File: src/rtl/resv_pkg.sv
package resv_pkg;

   typedef enum logic [1:0] {
      RES_FAIL  = 2'd0,
      RES_OK    = 2'd1,
      RES_NOUPD = 2'd2
   } resv_code_e;

endpackage

File: src/rtl/resv_slot.sv
// One context's reservation: flag plus reserved granule.
module resv_slot #(
   parameter int GRAN_W = 28
) (
   input  logic              clk,
   input  logic              rst_n,
   input  logic              set_i,       // locked load from this context
   input  logic [GRAN_W-1:0] set_gran_i,
   input  logic              kill_i,      // own conditional store failed
   input  logic              snoop_i,     // some store was performed
   input  logic [GRAN_W-1:0] snoop_gran_i,
   output logic              valid_o,
   output logic [GRAN_W-1:0] gran_o
);

   logic              valid_q;
   logic [GRAN_W-1:0] gran_q;
   logic              snoop_hit;

   assign snoop_hit = snoop_i && (gran_q == snoop_gran_i);

   always_ff @(posedge clk) begin
      if (!rst_n) begin
         valid_q <= 1'b0;
         gran_q  <= '0;
      end else begin
         if (set_i) begin
            valid_q <= 1'b1;
            gran_q  <= set_gran_i;
         end else if (kill_i || snoop_hit) begin
            valid_q <= 1'b0;
         end
      end
   end

   assign valid_o = valid_q;
   assign gran_o  = gran_q;

endmodule

File: src/rtl/fail_tracker.sv
// Consecutive conditional-store failure counter, wraps at PERIOD.
module fail_tracker #(
   parameter int PERIOD = 100000,
   localparam int CNT_W = $clog2(PERIOD + 1)
) (
   input  logic clk,
   input  logic rst_n,
   input  logic inc_i,
   input  logic zero_i,
   output logic hit_o
);

   logic [CNT_W-1:0] cnt_q;
   logic             at_last;

   assign at_last = (cnt_q == CNT_W'(PERIOD - 1));
   assign hit_o   = inc_i && at_last;

   always_ff @(posedge clk) begin
      if (!rst_n) begin
         cnt_q <= '0;
      end else if (zero_i) begin
         cnt_q <= '0;
      end else if (inc_i) begin
         cnt_q <= at_last ? '0 : cnt_q + 1'b1;
      end
   end

endmodule

File: src/rtl/resv_monitor.sv
module resv_monitor
   import resv_pkg::*;
#(
   parameter int NUM_CTX     = 4,
   parameter int ADDR_W      = 32,
   parameter int GRAN_BITS   = 4,
   parameter int WARN_PERIOD = 100000,
   localparam int CTX_W      = $clog2(NUM_CTX),
   localparam int GRAN_W     = ADDR_W - GRAN_BITS
) (
   input  logic              clk,
   input  logic              rst_n,
   input  logic              req_valid,
   output logic              req_ready,
   input  logic [CTX_W-1:0]  req_ctx,
   input  logic [ADDR_W-1:0] req_addr,
   input  logic              req_write,
   input  logic              req_locked,
   input  logic              req_uncached,
   output logic              res_valid,
   output logic [1:0]        res_code,
   output logic              warn_valid,
   output logic [CTX_W-1:0]  warn_ctx
);

   if (NUM_CTX < 2) begin : g_bad_ctx
      $error("resv_monitor: NUM_CTX must be at least 2");
   end
   if (GRAN_BITS < 0 || GRAN_BITS >= ADDR_W) begin : g_bad_gran
      $error("resv_monitor: GRAN_BITS out of range");
   end
   if (WARN_PERIOD < 1) begin : g_bad_period
      $error("resv_monitor: WARN_PERIOD must be positive");
   end

   logic              ready_q;
   logic              fire;
   logic              ctx_ok;
   logic              is_ll, is_st, is_sc, sc_unc, sc_cac;
   logic              own_flag;
   logic [GRAN_W-1:0] own_gran;
   logic [GRAN_W-1:0] req_gran;
   logic              sc_pass, sc_fail, performed;

   logic [NUM_CTX-1:0] slot_valid;
   logic [GRAN_W-1:0]  slot_gran [NUM_CTX];
   logic [NUM_CTX-1:0] fail_hit;

   assign fire     = req_valid && ready_q;
   assign ctx_ok   = (32'(req_ctx) < NUM_CTX);
   assign req_gran = req_addr[ADDR_W-1:GRAN_BITS];

   assign is_ll  = fire && ctx_ok && !req_write && req_locked;
   assign is_st  = fire && req_write && !req_locked;
   assign is_sc  = fire && ctx_ok && req_write && req_locked;
   assign sc_unc = is_sc && req_uncached;
   assign sc_cac = is_sc && !req_uncached;

   always_comb begin
      own_flag = 1'b0;
      own_gran = '0;
      for (int i = 0; i < NUM_CTX; i++) begin
         if (32'(req_ctx) == i) begin
            own_flag = slot_valid[i];
            own_gran = slot_gran[i];
         end
      end
   end

   assign sc_pass   = sc_cac && own_flag && (own_gran == req_gran);
   assign sc_fail   = sc_cac && !sc_pass;
   assign performed = is_st || sc_pass || sc_unc;

   for (genvar g = 0; g < NUM_CTX; g++) begin : g_ctx
      logic mine;
      assign mine = (32'(req_ctx) == g);

      resv_slot #(.GRAN_W(GRAN_W)) u_slot (
         .clk         (clk),
         .rst_n       (rst_n),
         .set_i       (is_ll && mine),
         .set_gran_i  (req_gran),
         .kill_i      (sc_fail && mine),
         .snoop_i     (performed),
         .snoop_gran_i(req_gran),
         .valid_o     (slot_valid[g]),
         .gran_o      (slot_gran[g])
      );

      fail_tracker #(.PERIOD(WARN_PERIOD)) u_fail (
         .clk   (clk),
         .rst_n (rst_n),
         .inc_i (sc_fail && mine),
         .zero_i((sc_pass || sc_unc) && mine),
         .hit_o (fail_hit[g])
      );
   end

   always_ff @(posedge clk) begin
      if (!rst_n) begin
         ready_q    <= 1'b0;
         res_valid  <= 1'b0;
         res_code   <= RES_FAIL;
         warn_valid <= 1'b0;
         warn_ctx   <= '0;
      end else begin
         ready_q    <= 1'b1;
         res_valid  <= is_sc;
         if (is_sc) begin
            if (sc_unc)        res_code <= RES_NOUPD;
            else if (own_flag) res_code <= RES_OK;
            else               res_code <= RES_FAIL;
         end
         warn_valid <= |fail_hit;
         if (|fail_hit) warn_ctx <= req_ctx;
      end
   end

   assign req_ready = ready_q;

endmodule

File: config.mk
export PLATFORM = sky130hd
export DESIGN_NAME = resv_monitor
export DESIGN_NICKNAME = d
export VERILOG_FILES = /design/src/rtl/resv_pkg.sv /design/src/rtl/resv_slot.sv /design/src/rtl/fail_tracker.sv /design/src/rtl/resv_monitor.sv
export SDC_FILE = /design/constraint.sdc
export NUM_CORES = 1
export LEC_CHECK = 0
export BUFFER_PORTS_ARGS = -buffer_cell sky130_fd_sc_hd__buf_2
export CAP_MARGIN = 20
export CORE_MARGIN = 1.5
export CORE_UTILIZATION = 56
export CTS_BUF_LIST = sky130_fd_sc_hd__clkbuf_4 sky130_fd_sc_hd__clkbuf_8 sky130_fd_sc_hd__clkbuf_16
export DETAILED_ROUTE_END_ITERATION = 10
export GPL_TIMING_DRIVEN = 0
export PLACE_DENSITY_LB_ADDON = 0.12
export SYNTH_ARGS = -nofsm -noshare
export SYNTH_HDL_FRONTEND = slang
export SYNTH_SLANG_ARGS = --single-unit
File: constraint.sdc
create_clock -name clk -period 2.68 [get_ports clk]
set_clock_uncertainty 0.15 [all_clocks]
set_input_delay 0.268 -clock clk [delete_from_list [all_inputs] [get_ports clk]]
set_output_delay 0.268 -clock clk [all_outputs]
set_load 0.1 [all_outputs]
# ---- Word level (Yosys, flattened, before mapping)
# Cells that the tools add are included.
# W data, S select, Z words.
dict set report totals {
  ff_bits 191
  wordCells 109
}
dict set report op_classes {
  add_sub_neg 4
  eq_ne 12
  n_mux 23
  bitwise_logic 1
  n_reduce_logical 52
}
# op n
set ops {}
lappend ops {{$eq A28 B28 Y1} 5}
lappend ops {{$mux W28} 4}
lappend ops {{$add A17 B1 Y17 const B} 4}
lappend ops {{$eq A17 B17 Y1 const B} 4}
lappend ops {{$mux W17} 4}
lappend ops {{$logic_and A1 B1 Y1} 31}
lappend ops {{$mux W1} 14}
lappend ops {{$reduce_bool A2 Y1} 4}
lappend ops {{$reduce_or A2 Y1} 4}
lappend ops {{$logic_or A1 B1 Y1} 7}
lappend ops {{$eq A2 B2 Y1 const B} 2}
lappend ops {{$logic_not A1 Y1} 4}
lappend ops {{$reduce_or A4 Y1} 1}
lappend ops {{$eq A2 B1 Y1 const B} 1}
lappend ops {{$logic_not A2 Y1} 1}
lappend ops {{$mux W2} 1}
lappend ops {{$not A1 Y1} 1}

# ---- Depth between registers and ports, before layout
dict set report depth {
  ltp_word 13
  depth_mapped 13
  mapped_depth_nobuf 8
}

# ---- Cells and area by module
# Synthesis repeated with hierarchy kept, for this count alone.
dict set report unflattened {
  hier_cells 1103
  area_unflattened_um2 10657.7
}
# mod n_inst cells_per_inst area_each_um2 seq_area_each_um2
set by_module_without_submodules {}
lappend by_module_without_submodules {resv_slot 4 135 1393.8 580.6}
lappend by_module_without_submodules {fail_tracker 4 101 868.3 340.3}
lappend by_module_without_submodules {resv_monitor 1 159 1609.0 140.1}

# ---- Worst setup path after synthesis
# Ideal clock, no wire load.
dict set report synth_path {
  path_type {register to register}
  from {register ready_q (netlist: req_ready)}
  to {register g_ctx[3].u_fail.cnt_q[13]}
  setup_time_ns 0.132
  t_arrival_ns 3.098
  setup_slack_ns -0.700
  stages_incl_launch_ff 9
  path_buffers 1
  period_less_slack_ns 3.380
  cell_sequence {dfxtp_1 nand4_1 nor3b_2 o2111ai_1 a2111oi_4 nand3_1 a21oi_1 buf_4 nor3_1}
}
dict set report synth_via {
  elab_chain_len 9
  elab_cells_between_ends 13
  classes_between {reduce/logical: 13}
}
# element line_no
set synth_rtl {}
lappend synth_rtl {{start: declaration} resv_monitor.sv:36} ;# logic ready_q;
lappend synth_rtl {{start signal: assignment} resv_monitor.sv:101} ;# ready_q <= 1'b0;
lappend synth_rtl {{start signal: assignment} resv_monitor.sv:107} ;# ready_q <= 1'b1;
lappend synth_rtl {{$logic_and A1 B1 Y1 (*)} resv_monitor.sv:49} ;# assign fire = req_valid && ready_q;
lappend synth_rtl {{$logic_and A1 B1 Y1 (*) (2 in series)} resv_monitor.sv:55} ;# assign is_sc = fire && ctx_ok && req_write && req_locked;
lappend synth_rtl {{$logic_and A1 B1 Y1} resv_monitor.sv:57} ;# assign sc_cac = is_sc && !req_uncached;
lappend synth_rtl {{$logic_and A1 B1 Y1 (2 in series)} resv_monitor.sv:70} ;# assign sc_pass = sc_cac && own_flag && (own_gran == req_gran);
lappend synth_rtl {{$logic_or A1 B1 Y1 / $logic_not A1 Y1 (equally long branches)} {resv_monitor.sv:94, resv_monitor.sv:71}}
lappend synth_rtl {{$logic_and A1 B1 Y1, on equally long branches} {resv_monitor.sv:94, resv_monitor.sv:71}}
lappend synth_rtl {{$reduce_or A2 Y1 (no line) / $logic_and A1 B1 Y1 (equally long branches)} -}
lappend synth_rtl {{end signal: assignment} fail_tracker.sv:25} ;# cnt_q <= at_last ? '0 : cnt_q + 1'b1;
lappend synth_rtl {{end: declaration} fail_tracker.sv:13} ;# logic [CNT_W-1:0] cnt_q;
# Every way passes the cells marked *; elsewhere a longest branch is shown, timed or not.
# A chain may end at the register's enable or synchronous reset.

# ---- Worst setup path in the final report
dict set report layout_path {
  from {register g_ctx[2].u_slot.gran_q[4]}
  to {register g_ctx[0].u_fail.cnt_q[3]}
}
dict set report layout_via {
  elab_chain_len 7
  elab_cells_between_ends 10
  classes_between {eq/ne: 1; mux: 2; reduce/logical: 7}
}
# element line_no
set layout_rtl {}
lappend layout_rtl {{start: declaration} resv_slot.sv:17} ;# logic [GRAN_W-1:0] gran_q;
lappend layout_rtl {{start signal: assignment} resv_slot.sv:29} ;# gran_q <= set_gran_i;
lappend layout_rtl {{$mux W28 (*) (2 in series)} resv_monitor.sv:63} ;# if (32'(req_ctx) == i) begin
lappend layout_rtl {{$eq A28 B28 Y1 (*)} resv_monitor.sv:70}
lappend layout_rtl {{$logic_and A1 B1 Y1 (*)} resv_monitor.sv:70}
lappend layout_rtl {{$logic_or A1 B1 Y1 / $logic_not A1 Y1 (equally long branches)} {resv_monitor.sv:94, resv_monitor.sv:71}}
lappend layout_rtl {{$logic_and A1 B1 Y1, on equally long branches} {resv_monitor.sv:94, resv_monitor.sv:71}}
lappend layout_rtl {{$reduce_or A2 Y1 (no line) / $logic_and A1 B1 Y1 (equally long branches)} -}
lappend layout_rtl {{end signal: assignment} fail_tracker.sv:25}
lappend layout_rtl {{end: declaration} fail_tracker.sv:13}
# Marked as above.

==> impl_metrics.toml <==
[outcome]
run_status = "complete, but fails checks"
failed_checks = "negative setup slack"

[synth]
yosysWarnings = 0
syn-cell-area_um2 = 10600
syn_nets = 1330
synthDominantAreaCellType = "dfxtp_1"
synth_edf_count = 0
synth_top_cell_area_share_pct = 36.2
syn_inst = 1286
synth_ff_type = "dfxtp_1"
ys_seq_area_share_pct = 36.2
ys_types = 58
avgSynthCellArea_um2 = 8.20
synth.area.top_cells = "dfxtp_1 36%, nand2_1 9.4%, xor2_1 8.0%"
synth-seq-cells = 191
async_reset_ff_share_pct = 0

[clocking]
cts.sink_count = 191
htreeDepth = 4
clock_path_buffers = 2
root_buffer = "clkbuf_16"
cts_buffers = 17
cts_tree = "done"
clk_latency_ns = 0.45
clk_pin_slew_ns = 0.08

[route]
drt_iter0_markers = 987
wl_per_cell_um = 22.8
drc = 0
ant_nets = 0
via_per_inst = 6.45
drtPass1Iterations = 5
routed_wl_um = 36700
vias = 10400

[grt]
globalRouteOverflowTotal = 0
antenna_found_initial = 0
grt_pass1_wl_um = 54400
grt_start_max_net_pins = 19
grt_pass1_vias = 9451
track_usage_pct = 36.3

[power]
power_frac_seq_pct = 47.6
powerDensity_nw_per_um2 = 466
p_clk_share_pct = 43.8
leakagePower_nw = 4.24
p_sw_mw = 1.64
combPwrFrac_pct = 8.6
power.internal_mw = 4.38
switching_share_pct = 27.2
ir_drop_mv = 0.497

[final_layout]
nets = 1405
n_antenna_cell = 0
multi_input_area_um2 = 6910
stdcell_area_um2 = 12900
ff_latch_area_um2 = 3840
final_cell_mix = "263 x nand2_1, 176 x dfxtp_1, 126 x a21oi_1"
num-fill-cells = 1488
final_common_cell = "nand2_1"
layout-drive-gt1-share_pct = 20.5
fin_cells = 1608
areaGrowthSynthToFinish_pct = 22.3

[place]
hpwl_um = 24600
place.gp.congestion = 0.982
placed_cell_area_um2 = 11000
placed_cells = 1535
port_buffers = 15

[floorplanning]
die_y_um = 140
die_area_um2 = 19700
die_w_um = 140
start_util_pct = 56.8
ios = 47
num_rows = 50
core_area_um2 = 18600

[sta]
rsz0062_at_grt = "true"
drv_slew = 0
fin_crit_sh_pct = 111
post-route-min-period_ns = 2.96
hold_ws_ns = 0.0995
setup_viol = 72
final_hold_viol_count = 0
max_freq_mhz = 337
timing.final.ws_setup_ns = -0.284
worst_pin_slew_ns = 0.961
relSlewSlack_pct = 35.9

[worst_setup_path]
path_cells = "mux4_2 -> xnor2_2 -> nand4_1 -> nor4_4 -> buf_4 -> and3_4 -> buf_8 -> buf_8 -> o31ai_1 -> a211oi_1"
critPathKind = "flip-flop to flip-flop"
r2r_slack_ns = -0.28
required_ns = 2.87
end_kind = "flip-flop"
path_max_fanout = 8
cp_num_buf_inv = 3
startpoint_type = "flip-flop"
slowest_stage = "mux4_2"
cpMostUsedCell = "buf_8"
crit_path_max_incr_delay_ns = 0.49
cp.arrival_ns = 3.16
cpLargestDelayFamily = "simple AND/OR/NAND/NOR gates"

[job]
cap_violations = 0

[worst_hold_path]
hp-class = "input port to flip-flop"
## state kept, by name, indices dropped and copies added, names as in the netlist
| name | count |
|---|---|
| g_ctx.u_slot.gran_o | 112 |
| g_ctx.u_fail.cnt_q | 68 |
| g_ctx.u_slot.valid_o | 4 |
| res_code | 2 |
| warn_ctx | 2 |
| req_ready | 1 |
| res_valid | 1 |
| warn_valid | 1 |
## per-layer routing
layer,part of all wire (%),up-vias,track usage (%)
li1,-,4735,-
met1,38,4945,44.4
met2,48,543,60.5
met3,7.3,154,6.22
met4,6.6,0,21.2
met5,0,-,0
## worst register-to-register path: cells and delay by family (launching register included)
family          cells  cell delay, ns
buf+inv             3            0.50
xor+xnor            1            0.23
mux                 1            0.49
simple gates        3            0.81
flops               1            0.34
compound gates      2            0.34
## cells in the mapped netlist, types with 4 or more instances
master	n
nand2_1	263
dfxtp_1	191
a21oi_1	132
xor2_1	96
clkbuf_1	89
xnor2_1	63
nand4_1	50
a211oi_1	36
nor3_1	31
mux4_2	28
nand3_1	28
nor4_1	28
or3_1	27
nor2_1	25
o21ai_0	25
a31oi_1	21
or4_1	20
and3_1	16
o31ai_1	16
buf_2	10
buf_4	9
and4_1	7
o21ai_1	7
nand2b_1	6
nor4b_1	6
inv_1	5
mux2i_1	5
and2_1	4
ha_1	4
## per-stage QoR
stage	power [mW]	worst slack [ns]	setup TNS [ns]	utilization [%]
final	6.02	-0.284	-10.89	69.5
after floorplan	3.24	-0.0415	-1.35	-
after global routing	6.17	-0.376	-15.61	69.5
after global placement	3.40	-1.27	-91.86	59.4
after detailed placement	3.40	-1.26	-92.88	59.4
after CTS	6.00	-0.190	-6.08	66.0
## path summary, 6_finish.rpt
path | endpoint | cells after the start | startpoint
min | g_ctx[3].u_slot.gran_o[18] | 3 | req_addr[22]
min reg2reg | g_ctx[1].u_slot.gran_o[10] | 2 | g_ctx[1].u_slot.gran_o[10]
max reg2reg | g_ctx[0].u_fail.cnt_q[3] | 10 | g_ctx[2].u_slot.gran_o[4]
max | g_ctx[0].u_fail.cnt_q[3] | 10 | g_ctx[2].u_slot.gran_o[4]
## timing repair
item / 4_1_cts / 5_1_grt
setup buffers: 23 / 12
gates resized for setup: 99 / 125
hold endpoints to repair: 3 / 0
setup endpoints to repair: 75 / 106
pin swaps: 30 / 75
hold buffers: 1 / 0
gates cloned: 4 / 5
## power by group through the flow
stage	registers, mW	logic [mW]	clock network, mW
after floorplan	2.94	0.303	0
after global placement	2.93	0.468	0
after detailed placement	2.93	0.469	0
after CTS	2.86	0.494	2.64
after global routing	2.87	0.540	2.76
final	2.86	0.518	2.64
## cell type report
type / instances / area share (%)
clock inverter: 13 / 1.14
buffer: 111 / 5.23
inverter: 7 / 0.204
multi-input combinational: 975 / 53.6
tap: 234 / 2.27
timing repair buffer: 58 / 4.29
clock buffer: 19 / 3.51
sequential: 191 / 29.8
## cell families (layout without fill, tap and decap cells)
family | count (synthesis) | count (layout) | share of synthesized area [%]
AND/OR/NAND/NOR | 523 | 523 | 24.3
buffers and inverters | 120 | 208 | 4.86
multiplexers | 34 | 34 | 6.56
AO/OA/AOI/OAI | 255 | 255 | 14.3
flip-flops | 191 | 191 | 36.2
XOR/XNOR | 159 | 159 | 13.2
adder cells (fa/ha/maj) | 4 | 4 | 0.474
(Power assumes the default switching activity.)
